==> src/rtl/mapper_pkg.sv <==
package mapper_pkg;
  localparam int BUS_AW = 16;
  localparam int BUS_DW = 8;
  localparam int NBANK  = 4;

  localparam logic [BUS_AW-1:0] A_CFG    = 16'h7FFC;
  localparam logic [BUS_AW-1:0] A_OFF_LO = 16'h7FFD;
  localparam logic [BUS_AW-1:0] A_OFF_HI = 16'h7FFE;
  localparam logic [BUS_AW-1:0] A_MODE   = 16'h7FFF;

  typedef enum logic [2:0] {
    MAP_KSCC, MAP_KONAMI, MAP_LIN64, MAP_ASC8, MAP_ASC16
  } map_mode_e;

  typedef struct packed {
    logic [1:0] sel;
    logic       kon_plain;
    logic       pg0_lock;
    logic       mode_lock;
    logic       bank_lock;
    logic       mask_en;
  } mode_t;

  typedef struct packed {
    logic lock;
    logic dsk;
    logic prot;
    logic we;
  } cfg_t;

  function automatic map_mode_e decode_mode(mode_t m);
    unique case (m.sel)
      2'b00:   return m.kon_plain ? MAP_KONAMI : MAP_KSCC;
      2'b01:   return MAP_LIN64;
      2'b10:   return MAP_ASC8;
      default: return MAP_ASC16;
    endcase
  endfunction
endpackage

==> src/rtl/mapper_ctrl_regs.sv <==
module mapper_ctrl_regs
  import mapper_pkg::*;
#(
  parameter int OFF_W = 10
) (
  input  logic              clk_i,
  input  logic              rst_ni,
  input  logic [BUS_AW-1:0] addr_i,
  input  logic [BUS_DW-1:0] wdata_i,
  input  logic              wr_i,
  output mode_t             mode_o,
  output cfg_t              cfg_o,
  output logic [OFF_W-1:0]  off_o
);
  localparam int OFF_HI = OFF_W - 8;

  mode_t            mode_q;
  cfg_t             cfg_q;
  logic [OFF_W-1:0] off_q;

  always_ff @(posedge clk_i or negedge rst_ni) begin
    if (!rst_ni) begin
      mode_q <= '0;
      cfg_q  <= '{lock: 1'b0, dsk: 1'b0, prot: 1'b1, we: 1'b1};
      off_q  <= '0;
    end else if (wr_i) begin
      if (addr_i == A_CFG && !cfg_q.lock)
        cfg_q <= '{lock: wdata_i[7], dsk: wdata_i[4], prot: wdata_i[1], we: wdata_i[0]};
      if (addr_i == A_MODE && !mode_q.mode_lock)
        mode_q <= {wdata_i[7:5], wdata_i[3:0]};
      if (!mode_q.bank_lock) begin
        if (addr_i == A_OFF_LO) off_q[7:0] <= wdata_i;
        if (addr_i == A_OFF_HI) off_q[OFF_W-1:8] <= wdata_i[OFF_HI-1:0];
      end
    end
  end

  assign mode_o = mode_q;
  assign cfg_o  = cfg_q;
  assign off_o  = off_q;
endmodule

==> src/rtl/mapper_bank_file.sv <==
module mapper_bank_file
  import mapper_pkg::*;
(
  input  logic                        clk_i,
  input  logic                        rst_ni,
  input  logic [BUS_AW-1:0]           addr_i,
  input  logic [BUS_DW-1:0]           wdata_i,
  input  logic                        wr_i,
  input  mode_t                       mode_i,
  output logic [NBANK-1:0][BUS_DW-1:0] bank_o
);
  map_mode_e  mode;
  logic [2:0] pg3;
  logic       win;
  logic       asc8_win, asc16_lo, asc16_hi;
  logic       kon_skip;

  assign mode     = decode_mode(mode_i);
  assign pg3      = addr_i[15:13] - 3'd2;
  assign win      = !pg3[2];
  assign asc8_win = addr_i[15:13] == 3'b011;
  assign asc16_lo = addr_i[15:11] == 5'b01100;
  assign asc16_hi = addr_i[15:11] == 5'b01110;
  // plain Konami: only the 0x5000-0x57FF slice of page 0 switches, and bit 3 blocks page 0
  assign kon_skip = (pg3[1:0] == 2'd0) && (mode_i.pg0_lock || addr_i[12:11] != 2'b10);

  for (genvar i = 0; i < NBANK; i++) begin : g_bank
    logic              ld;
    logic [BUS_DW-1:0] nxt;
    logic [BUS_DW-1:0] q;

    always_comb begin
      ld  = 1'b0;
      nxt = wdata_i;
      unique case (mode)
        MAP_KSCC: begin
          ld  = win && addr_i[12:11] == 2'b10 && pg3[1:0] == 2'(i);
          nxt = mode_i.mask_en ? (wdata_i & 8'h3F) : wdata_i;
        end
        MAP_KONAMI: begin
          ld  = win && pg3[1:0] == 2'(i) && !kon_skip;
          nxt = mode_i.mask_en ? (wdata_i & 8'h1F) : wdata_i;
        end
        MAP_LIN64: ld = win && pg3[1:0] == 2'(i);
        MAP_ASC8:  ld = asc8_win && addr_i[12:11] == 2'(i);
        default: begin
          ld  = (i < 2) ? asc16_lo : asc16_hi;
          nxt = {wdata_i[6:0], 1'(i % 2)};
        end
      endcase
    end

    always_ff @(posedge clk_i or negedge rst_ni) begin
      if (!rst_ni)                           q <= BUS_DW'(i);
      else if (wr_i && !mode_i.bank_lock && ld) q <= nxt;
    end

    assign bank_o[i] = q;
  end
endmodule

==> src/rtl/mapper_xlate.sv <==
module mapper_xlate
  import mapper_pkg::*;
#(
  parameter int                FLASH_AW   = 23,
  parameter int                OFF_W      = 10,
  parameter logic [FLASH_AW-1:0] FLASH_BASE = 23'h010000,
  parameter logic [OFF_W-1:0]  DSK_BANK0  = 10'h3FA,
  parameter logic [OFF_W-1:0]  DSK_BANK1  = 10'h3FB
) (
  input  logic [BUS_AW-1:0]            addr_i,
  input  mode_t                        mode_i,
  input  logic                         dsk_i,
  input  logic [OFF_W-1:0]             off_i,
  input  logic [NBANK-1:0][BUS_DW-1:0] bank_i,
  output logic [FLASH_AW-1:0]          flash_addr_o,
  output logic                         mapped_o
);
  localparam int SUM_W = OFF_W + 14;

  logic              lin;
  logic [2:0]        pg3;
  logic [1:0]        pg;
  logic [BUS_DW-1:0] raw;
  logic [OFF_W-1:0]  eff;
  logic [SUM_W-1:0]  lin_addr, sum;

  assign lin      = decode_mode(mode_i) == MAP_LIN64;
  assign pg3      = addr_i[15:13] - 3'd2;
  assign mapped_o = lin || !pg3[2];
  assign pg       = lin ? addr_i[15:14] : pg3[1:0];
  assign raw      = bank_i[pg];

  always_comb begin
    if (dsk_i && pg == 2'd0 && raw == 8'd0)      eff = DSK_BANK0;
    else if (dsk_i && pg == 2'd1 && raw == 8'd1) eff = DSK_BANK1;
    else                                         eff = OFF_W'(raw) + off_i;
  end

  assign lin_addr     = lin ? {eff, addr_i[13:0]} : {1'b0, eff, addr_i[12:0]};
  assign sum          = lin_addr + SUM_W'(FLASH_BASE);
  assign flash_addr_o = FLASH_AW'(sum);
endmodule

==> src/rtl/rom_bank_mapper.sv <==
module rom_bank_mapper
  import mapper_pkg::*;
#(
  parameter int                  FLASH_AW   = 23,
  parameter int                  OFF_W      = 10,
  parameter logic [FLASH_AW-1:0] FLASH_BASE = 23'h010000
) (
  input  logic                clk_i,
  input  logic                rst_ni,
  input  logic [15:0]         addr_i,
  input  logic [7:0]          wdata_i,
  input  logic                wr_i,
  output logic [FLASH_AW-1:0] flash_addr_o,
  output logic                mapped_o,
  output logic                flash_we_o,
  output logic                block_protect_o
);
  mode_t                        mode_q;
  cfg_t                         cfg_q;
  logic [OFF_W-1:0]             off_q;
  logic [NBANK-1:0][BUS_DW-1:0] bank_q;

  mapper_ctrl_regs #(.OFF_W(OFF_W)) i_ctrl (
    .clk_i, .rst_ni, .addr_i, .wdata_i, .wr_i,
    .mode_o(mode_q), .cfg_o(cfg_q), .off_o(off_q)
  );

  mapper_bank_file i_banks (
    .clk_i, .rst_ni, .addr_i, .wdata_i, .wr_i,
    .mode_i(mode_q), .bank_o(bank_q)
  );

  mapper_xlate #(
    .FLASH_AW(FLASH_AW), .OFF_W(OFF_W), .FLASH_BASE(FLASH_BASE),
    .DSK_BANK0(OFF_W'(10'h3FA)), .DSK_BANK1(OFF_W'(10'h3FB))
  ) i_xlate (
    .addr_i, .mode_i(mode_q), .dsk_i(cfg_q.dsk), .off_i(off_q), .bank_i(bank_q),
    .flash_addr_o, .mapped_o
  );

  // registers update at the edge, so address and enable reflect pre-write state
  assign flash_we_o      = wr_i && mapped_o && cfg_q.we;
  assign block_protect_o = cfg_q.prot;
endmodule

==> config.mk <==
export PLATFORM = sky130hd
export DESIGN_NAME = rom_bank_mapper
export DESIGN_NICKNAME = d
export VERILOG_FILES = /design/src/rtl/mapper_pkg.sv /design/src/rtl/mapper_ctrl_regs.sv /design/src/rtl/mapper_bank_file.sv /design/src/rtl/mapper_xlate.sv /design/src/rtl/rom_bank_mapper.sv
export SDC_FILE = /design/constraint.sdc
export NUM_CORES = 1
export LEC_CHECK = 0
export ABC_AREA = 1
export ABC_CLOCK_PERIOD_IN_PS = 5300
export BUFFER_PORTS_ARGS = -buffer_cell sky130_fd_sc_hd__buf_2
export CAP_MARGIN = 40
export CORE_UTILIZATION = 54
export CTS_CLUSTER_SIZE = 10
export DETAILED_ROUTE_END_ITERATION = 10
export GPL_ROUTABILITY_DRIVEN = 1
export PLACE_DENSITY = 0.88
export SYNTH_ARGS = -nofsm -noshare
export SYNTH_HDL_FRONTEND = slang
export SYNTH_SLANG_ARGS = --single-unit
==> constraint.sdc <==
create_clock -name clk_i -period 5.3 [get_ports clk_i]
set_input_delay 0.265 -clock clk_i [delete_from_list [all_inputs] [get_ports clk_i]]
set_output_delay 0.265 -clock clk_i [all_outputs]
set_load 0.05 [all_outputs]
==> reports/metrics.cfg, run 1 <==
[setup_path]
critical_path_required_ns = 5.04
slowest_delay_ns = 0.48
critPathKind = flip-flop to output port
crit_top_cell = nand2_1
cp_num_buf_inv = 5
crit_path_start_kind = flip-flop
cp_top_family = simple AND/OR/NAND/NOR gates
arrival_ns = 4.49
path_max_fanout = 13
crit_slowest_cell = ha_1
cp-end-kind = output port

[clock_tree]
cts_tree = built
post_cts.repair.setup_buffers = 0
ctsResizeCount = 0
clkTransAtPathRegs_ns = 0.10
cts_buffer_depth = 2
hold_buffers = 0
numCtsBuffers = 5
clock-sinks = 53
htreeDepth = 2
clockRootBuffer = clkbuf_8
clk_latency_ns = 0.31

[die]
boundaryPins = 53
die-area_mm2 = 0.00722
die_h_um = 85.0
rows = 29
core_mm2 = 0.00649
die_w_um = 85.0
start_util = 0.572

[finish]
final.fill_count = 574
finalNonFillerCells = 649
final_common_cell = nand2_1
mostFrequentLayoutCells = 189 x nand2_1, 63 x inv_1, 52 x buf_2
layout-drive-gt1-share = 0.147
area_delta_synth_final_pct = 8.11
num_antenna_cells = 0
fin_util = 0.619
final_nets = 616

[routing]
via_per_inst = 5.53
wl_per_cell_um = 13.9
final_antenna_net_count = 0
drt_wl_total_um = 9000
num_vias = 3592
drtIter0Drc = 364
firstDrtPassIters = 8
drc_errors = 1

[sta]
finalHoldViolations = 0
worst_pin_slew_ns = 0.650
tns_ns = 0
timing.final.crit_share = 0.897
setup_viol = 0
finalClockSkew_ns = 0.00810
rsz0062_at_grt = no
fin_ws_ns = 0.546
maxSlewViolCount = 0
fmax_mhz = 210
slew_headroom = 0.562
period_minus_slack_ns = 4.75

[power]
p_seq_frac = 0.470
p_int_uw = 649
ir_drop_mv = 0.163
clkPwrFrac = 0.237
p_sw_uw = 366
p_leak_uw = 0.00221
power_density_mw_per_mm2 = 252
switching_share = 0.361
combinationalPowerShare = 0.293

[placement]
dpl.hpwl_um = 6880
gp_congestion = 0.988
placedCellCount = 641
io_buffer_count = 52
pre_cts_ws_ns = 0.922

[global_route]
antenna_found_initial = 0
overflow = 0
grt_pass1_vias = 3229
grt_start_max_net_pins = 54
grt_pass1_wl_um = 15000
grtUsageTotal = 0.260

[logic_synthesis]
ys_types = 38
syn_area_mm2 = 0.00372
synth.net_count = 580
synthCells = 535
seq_area_frac_synth = 0.359
avgSynthCellArea_um2 = 6.95
synth-seq-cells = 53
yosys_warnings = 0

[run_status]
violations = DRC
status = complete, but fails checks

[job]
cap_viol_max_count = 0

[min_path]
min_path_type = primary input to asynchronous set/reset pin

## synth_stat cells
cell type / number / area (um^2)
buf_2: 1 / 5.00
and3_1: 1 / 6.26
nor2_1: 32 / 120
nand4_1: 7 / 43.8
fa_1: 1 / 20.0
nand2_4: 3 / 33.8
nor3b_1: 2 / 15.0
a22oi_1: 1 / 7.51
buf_4: 14 / 105
nor3_1: 5 / 25.0
nand2_2: 3 / 18.8
ha_1: 17 / 213
o31ai_1: 2 / 15.0
clkbuf_1: 7 / 26.3
nand3_1: 43 / 215
nand3b_2: 1 / 11.3
o21a_1: 1 / 7.51
nand3_2: 2 / 20.0
clkinv_1: 1 / 3.75
inv_1: 63 / 236
o21bai_1: 2 / 15.0
o22ai_1: 2 / 12.5
xnor2_1: 1 / 8.76
o211ai_1: 1 / 7.51
o311ai_2: 1 / 16.3
inv_2: 4 / 15.0
nor2_4: 2 / 22.5
o311ai_0: 1 / 8.76
a21boi_0: 1 / 7.51
a21oi_1: 14 / 70.1
xor2_1: 5 / 43.8
nand3b_1: 5 / 37.5
buf_6: 2 / 22.5
dfrtp_1: 47 / 1180
o21ai_0: 44 / 220
dfstp_2: 6 / 158
nand3_4: 1 / 17.5
nand2_1: 189 / 709
## layout make-up
| type | instances | area (um^2) | share of cell area |
|---|---|---|---|
| repair buffers | 53 | 268 | 0.0666 |
| flip-flops and latches | 53 | 1330 | 0.332 |
| clock buffers | 6 | 82.6 | 0.0205 |
| well taps | 77 | 96.3 | 0.0240 |
| clock inverters | 2 | 13.8 | 0.00342 |
| multi-input cells | 390 | 1970 | 0.490 |
| inverters | 68 | 255 | 0.0635 |
## power by group through the flow
stage               Sequential (uW)  Combinational (uW)  Clock [uW]
finish                          477                 297         241
global route                    481                 329         257
CTS                             477                 296         240
detailed placement              484                 294           0
global placement                482                 288           0
floorplan                       478                 229           0
## per-layer routing
metal	GRT usage	wire length, um	vias up
li1	-	-	1765
met1	0.361	4060	1669
met2	0.419	4260	147
met3	0.0418	591	11
met4	0.0832	94	0
met5	0	0	-
## through the flow
step                      cell area (um^2)  total power [uW]  hold WS, ns
after floorplan                       3720               707      -0.0306
after global placement                3920               770        0.410
after detailed placement              3920               778        0.415
after CTS                             4020              1010       0.0777
after global routing                  4020              1070       0.0998
final                                 4020              1010       0.0498
## state kept, by name (all words and copies together) (netlist names)
register and flops:
i_ctrl.off_o 10, i_banks.g_bank.q 32, i_ctrl.cfg_o 4, i_ctrl.mode_o 7
## worst paths after layout
check                      slack [ns]                   start  depth (start not counted)                      to
setup / recovery                 0.55        i_ctrl.mode_o[6]                         26        flash_addr_o[20]
max in group asynchronous        4.81                  rst_ni                          2        i_ctrl.mode_o[1]
setup reg to reg                 2.21        i_ctrl.mode_o[5]                         12  i_banks.g_bank[2].q[3]
min in group clk_i               0.28              wdata_i[4]                          3         i_ctrl.cfg_o[2]
hold reg to reg                  0.47  i_banks.g_bank[3].q[1]                          2  i_banks.g_bank[3].q[1]
hold / removal                   0.05                  rst_ni                          2  i_banks.g_bank[1].q[2]
## kinds of logic after synthesis
kind of cell	count (synthesis)	synth area share
xor gates and xnor gates	6	0.0141
buffers and inverters	92	0.111
adders and majority gates	18	0.0626
DFF	53	0.359
and+or+nand+nor	296	0.349
AOI/OAI and AO/OA	70	0.104
Power figures use the tool's default switching activity.
==> run 2, diff against run 1 <==
--- a/config.mk
+++ b/config.mk
@@ -9,6 +9,7 @@
 export ABC_CLOCK_PERIOD_IN_PS = 5300
 export BUFFER_PORTS_ARGS = -buffer_cell sky130_fd_sc_hd__buf_2
 export CAP_MARGIN = 40
+export CORE_ASPECT_RATIO = 1.2
 export CORE_UTILIZATION = 54
 export CTS_CLUSTER_SIZE = 10
 export DETAILED_ROUTE_END_ITERATION = 10
==> run 2 against run 1 <==
Critical path type unchanged. Power decreased by 0.18%. Register-to-register slack improved by 0.19 ns. Hold slack gained 0.017 ns. The run now ends clean. Highest routed layer unchanged. Non-clock buffer count unchanged. Worst setup slack lost 0.031 ns. Largest cell class unchanged. Final area hardly changed. First-iteration DRC count down 49%. Die area hardly changed. Critical endpoint unchanged.
==> reports/metrics.cfg, run 2 (synthesis gave the netlist of run 1 again) <==
[die]
rows = 32
die_h_um = 92.9
start_util = 0.570
die-area_mm2 = 0.00722
core_mm2 = 0.00653
boundaryPins = 53
die_w_um = 77.7

[routing]
firstDrtPassIters = 5
drc_errors = 0
wl_per_cell_um = 13.7
drtIter0Drc = 184
final_antenna_net_count = 0
via_per_inst = 5.49
drt_wl_total_um = 8970
num_vias = 3605

[finish]
final.fill_count = 585
finalNonFillerCells = 657
largest_reg_flops = 32
num_antenna_cells = 0
mostFrequentLayoutCells = 189 x nand2_1, 63 x inv_1, 52 x buf_2
fin_util = 0.616
largest-register = i_banks.g_bank.q
final_common_cell = nand2_1
seqCellArea_mm2 = 0.00133
area_delta_synth_final_pct = 8.21
layout-drive-gt1-share = 0.147
final_nets = 616
multi_input_area_mm2 = 0.00197

[sta]
worst_pin_slew_ns = 0.722
finalClockSkew_ns = 0.00952
tns_ns = 0
period_minus_slack_ns = 4.79
slew_headroom = 0.514
maxSlewViolCount = 0
finalHoldViolations = 0
timing.final.crit_share = 0.903
setup_viol = 0
fmax_mhz = 209
rsz0062_at_grt = no

[power]
clkPwrFrac = 0.235
ir_drop_mv = 0.170
combinationalPowerShare = 0.294
p_sw_uw = 376
p_seq_frac = 0.471
switching_share = 0.372
p_leak_uw = 0.00221
p_int_uw = 636
power_density_mw_per_mm2 = 252

[clock_tree]
ctsResizeCount = 0
clock-sinks = 53
clockRootBuffer = clkbuf_8
clkTransAtPathRegs_ns = 0.09
numCtsBuffers = 5
cts_tree = built
cts_buffer_depth = 2
post_cts.repair.setup_buffers = 0
clk_latency_ns = 0.31
htreeDepth = 2
hold_buffers = 0

[global_route]
overflow = 0
grtUsageTotal = 0.264
grt_start_max_net_pins = 54
grt_pass1_vias = 3330
antenna_found_initial = 0
grt_pass1_wl_um = 15100

[setup_path]
cp_top_family = simple AND/OR/NAND/NOR gates
path_max_fanout = 13
reg2regPathDepth = 10
cp-end-kind = output port
crit_slowest_cell = ha_1
crit_path_start_kind = flip-flop
critical_path_required_ns = 5.04
slowest_delay_ns = 0.48
startpoint = i_ctrl.mode_o[6]
arrival_ns = 4.52
crit_top_cell = nand2_1
critPathKind = flip-flop to output port
r2r_end = i_banks.g_bank[3].q[7]
regToRegSetupSlack_ns = 2.40
cp_num_buf_inv = 5
regToRegStartpoint = i_ctrl.mode_o[5]

[run_status]
status = finished clean

[placement]
dpl.hpwl_um = 6760
gp_congestion = 0.987
placedCellCount = 649
io_buffer_count = 52

[min_path]
min_path_type = primary input to asynchronous set/reset pin

[job]
cap_viol_max_count = 0

[run 2: changes by cell type in the layout (fill, tap and decap cells not counted), sizes merged]
cell      previous run  this run
clkbuf               6         5
clkinv               3         2
clkinvlp             0         1
inv                 67        68
[run 2: area by class of cell]
| class | count | area share |
|---|---|---|
| Sequential cell | 53 | 0.332 |
| Multi-Input combinational cell | 390 | 0.490 |
| Clock inverter | 3 | 0.00529 |
| Tap cell | 85 | 0.0264 |
| Inverter | 68 | 0.0635 |
| Timing Repair Buffer | 53 | 0.0666 |
| Clock buffer | 5 | 0.0171 |
[run 2: metrics by stage]
step | total power [uW] | cell area [um^2] | worst slack (ns) | hold WS [ns]
floorplan | 707 | 3720 | 1.32 | -0.0306
global placement | 769 | 3930 | 1.13 | 0.419
detailed placement | 778 | 3930 | 0.910 | 0.427
CTS | 1010 | 4020 | 0.555 | 0.0901
global route | 1060 | 4020 | 0.111 | 0.112
finish | 1010 | 4020 | 0.515 | 0.0667
[run 2: per-layer routing]
metal | vias to the layer above | GRT usage | share of wire
li1 | 1766 | - | -
met1 | 1660 | 0.337 | 0.42
met2 | 158 | 0.456 | 0.49
met3 | 21 | 0.0296 | 0.063
met4 | 0 | 0.101 | 0.028
met5 | - | 0 | 0
[run 2: worst register-to-register path: cells and delay by family, from the launching register on]
kind	cells	cell delay (ns)
AO/OA/AOI/OAI	3	0.99
AND/OR/NAND/NOR	5	0.86
flip-flops	1	0.47
adder cells (fa/ha/maj)	1	0.38
buffers and inverters	1	0.11
[run 2: how the worst max path moves through the flow]
stage,end,slack (ns),cells after the start
after floorplan,flash_addr_o[20],1.32,26
final,flash_addr_o[20],0.51,26
after global routing,flash_addr_o[21],0.11,27
after CTS,flash_addr_o[20],0.55,26
after global placement,flash_addr_o[20],1.13,26
after detailed placement,flash_addr_o[20],0.91,26
[run 2: power by group through the flow]
stage | combinational (uW) | sequential (uW) | clock [uW]
after CTS | 297 | 476 | 238
after global placement | 287 | 483 | 0
after global routing | 330 | 482 | 250
final | 298 | 477 | 238
after floorplan | 229 | 478 | 0
after detailed placement | 294 | 484 | 0
==> run 3, diff against run 2 <==
--- a/config.mk
+++ b/config.mk
@@ -14,7 +14,7 @@
 export CTS_CLUSTER_SIZE = 10
 export DETAILED_ROUTE_END_ITERATION = 10
 export GPL_ROUTABILITY_DRIVEN = 1
-export PLACE_DENSITY = 0.88
+export PLACE_DENSITY_LB_ADDON = 0.05
 export SYNTH_ARGS = -nofsm -noshare
 export SYNTH_HDL_FRONTEND = slang
 export SYNTH_SLANG_ARGS = --single-unit
==> run 3 against run 2 <==
Global-route usage up 1.4 points. Die area unchanged. Critical path depth down 2. Non-clock buffer count unchanged. Combinational power about the same. First-iteration DRC count up 16%. Sequential share of layout area down 0.20 points.
==> reports/metrics.cfg, run 3 (synthesis gave the netlist of run 1 again) <==
[setup_path]
slowest_delay_ns = 0.44
critPathKind = flip-flop to output port
cp-end-kind = output port
cp_num_buf_inv = 5
crit_chain = inv_1 -> ha_2 -> inv_1 -> nand2_1 -> nand2_1 -> inv_2 -> nand2_1 -> nor2_1 -> nor2_1 -> ha_1 -> inv_1 -> fa_1 -> nand3b_1 -> nand2_1 -> nand2_1 -> nand3_1 -> nand2_1 -> nor3b_1 -> nor3_1 -> a21oi_1 -> nand2_1 -> nand2_1 -> nand2_1 -> buf_2
regToRegSetupSlack_ns = 2.38
cp_top_family = simple AND/OR/NAND/NOR gates
arrival_ns = 4.31
crit_slowest_cell = dfrtp_1
path_max_fanout = 13
crit_top_cell = nand2_1
crit_path_start_kind = flip-flop
critical_path_required_ns = 5.04

[clock_tree]
ctsResizeCount = 0
clkTransAtPathRegs_ns = 0.11
clockRootBuffer = clkbuf_8
post_cts.repair.setup_buffers = 0
hold_buffers = 0
numCtsBuffers = 5
clk_latency_ns = 0.32
cts_tree = built
clock-sinks = 53
htreeDepth = 2
cts_buffer_depth = 2

[min_path]
min_path_type = primary input to asynchronous set/reset pin

[finish]
largest_reg_flops = 32
final_common_cell = nand2_1
seqCellArea_mm2 = 0.00133
area_delta_synth_final_pct = 8.89
postLayoutCellArea_mm2 = 0.00405
final_nets = 616
multi_input_area_mm2 = 0.00197
num_antenna_cells = 0
final.fill_count = 618
largest-register = i_banks.g_bank.q
layout-drive-gt1-share = 0.149
mostFrequentLayoutCells = 189 x nand2_1, 63 x inv_1, 52 x buf_2

[global_route]
antenna_found_initial = 0
overflow = 0
grt_start_max_net_pins = 54
grt_pass1_wl_um = 15400
grt_pass1_vias = 3284
grtUsageTotal = 0.278

[routing]
drtIter0Drc = 214
num_vias = 3445
wl_per_cell_um = 13.9
firstDrtPassIters = 6
final_antenna_net_count = 0
via_per_inst = 5.24
drt_wl_total_um = 9130
drc_errors = 0

[sta]
slew_headroom = 0.526
period_minus_slack_ns = 4.58
worst_pin_slew_ns = 0.711
tns_ns = 0
finalClockSkew_ns = 0.0122
maxSlewViolCount = 0
finalHoldViolations = 0
setup_viol = 0
timing.final.crit_share = 0.864
rsz0062_at_grt = no
fmax_mhz = 218

[job]
cap_viol_max_count = 0

[placement]
placed_cell_area_mm2 = 0.00393
io_buffer_count = 52
dpl.hpwl_um = 7150
gp_congestion = 0.893

[die]
start_util = 0.570
die_w_um = 77.7
rows = 32
die-area_mm2 = 0.00722
boundaryPins = 53
core_mm2 = 0.00653
die_h_um = 92.9

[power]
power_density_mw_per_mm2 = 262
ir_drop_mv = 0.190
p_leak_uw = 0.00222

[run_status]
status = finished clean

-- run 3: cell count changes in the layout (fill, tap and decap cells not counted) --
cell and change:
bufinv_16 +1, clkinvlp_4 -1, ha_1 -1, ha_2 +1
-- run 3: power by group --
part           switching (uW)  total, uW  internal (uW)  leakage [uW]
Clock                     145        286            142     0.0000585
Sequential               21.1        476            455      0.000665
Combinational             210        297           87.3       0.00150
Total                     375       1060            684       0.00222
-- run 3: path summary, 6_finish.rpt --
kind | endpoint | start | cells after the start
max | flash_addr_o[22] | i_ctrl.mode_o[6] | 24
min | i_ctrl.off_o[9] | rst_ni | 2
max reg2reg | i_banks.g_bank[3].q[5] | i_ctrl.mode_o[5] | 10
min reg2reg | i_ctrl.cfg_o[3] | i_ctrl.cfg_o[3] | 2
max in group asynchronous | i_banks.g_bank[1].q[4] | rst_ni | 2
min in group clk_i | i_ctrl.off_o[6] | wdata_i[6] | 3
-- run 3: per-stage QoR --
step	power [uW]	hold WS, ns	util	setup WS (ns)	std cells
2_1_floorplan	707	-0.0306	-	1.32	535
3_3_place_gp	775	0.433	0.603	1.15	649
3_5_place_dp	780	0.438	0.603	0.949	649
4_1_cts	1060	0.0832	0.620	0.580	657
5_1_grt	1120	0.111	0.620	0.159	657
6_report	1060	0.0460	0.620	0.723	657
-- run 3: final cells by class --
class | count | area share
timing repair buffer | 53 | 0.0662
clock inverter | 3 | 0.0108
tap | 85 | 0.0263
inverter | 68 | 0.0631
multi-input combinational | 390 | 0.487
clock buffer | 5 | 0.0170
sequential | 53 | 0.330
-- run 3: per-layer routing --
metal / global-route usage / part of all wire / vias up
li1: - / - / 1766
met1: 0.338 / 0.43 / 1569
met2: 0.490 / 0.50 / 90
met3: 0.0365 / 0.040 / 20
met4: 0.116 / 0.029 / 0
met5: 0 / 0 / -
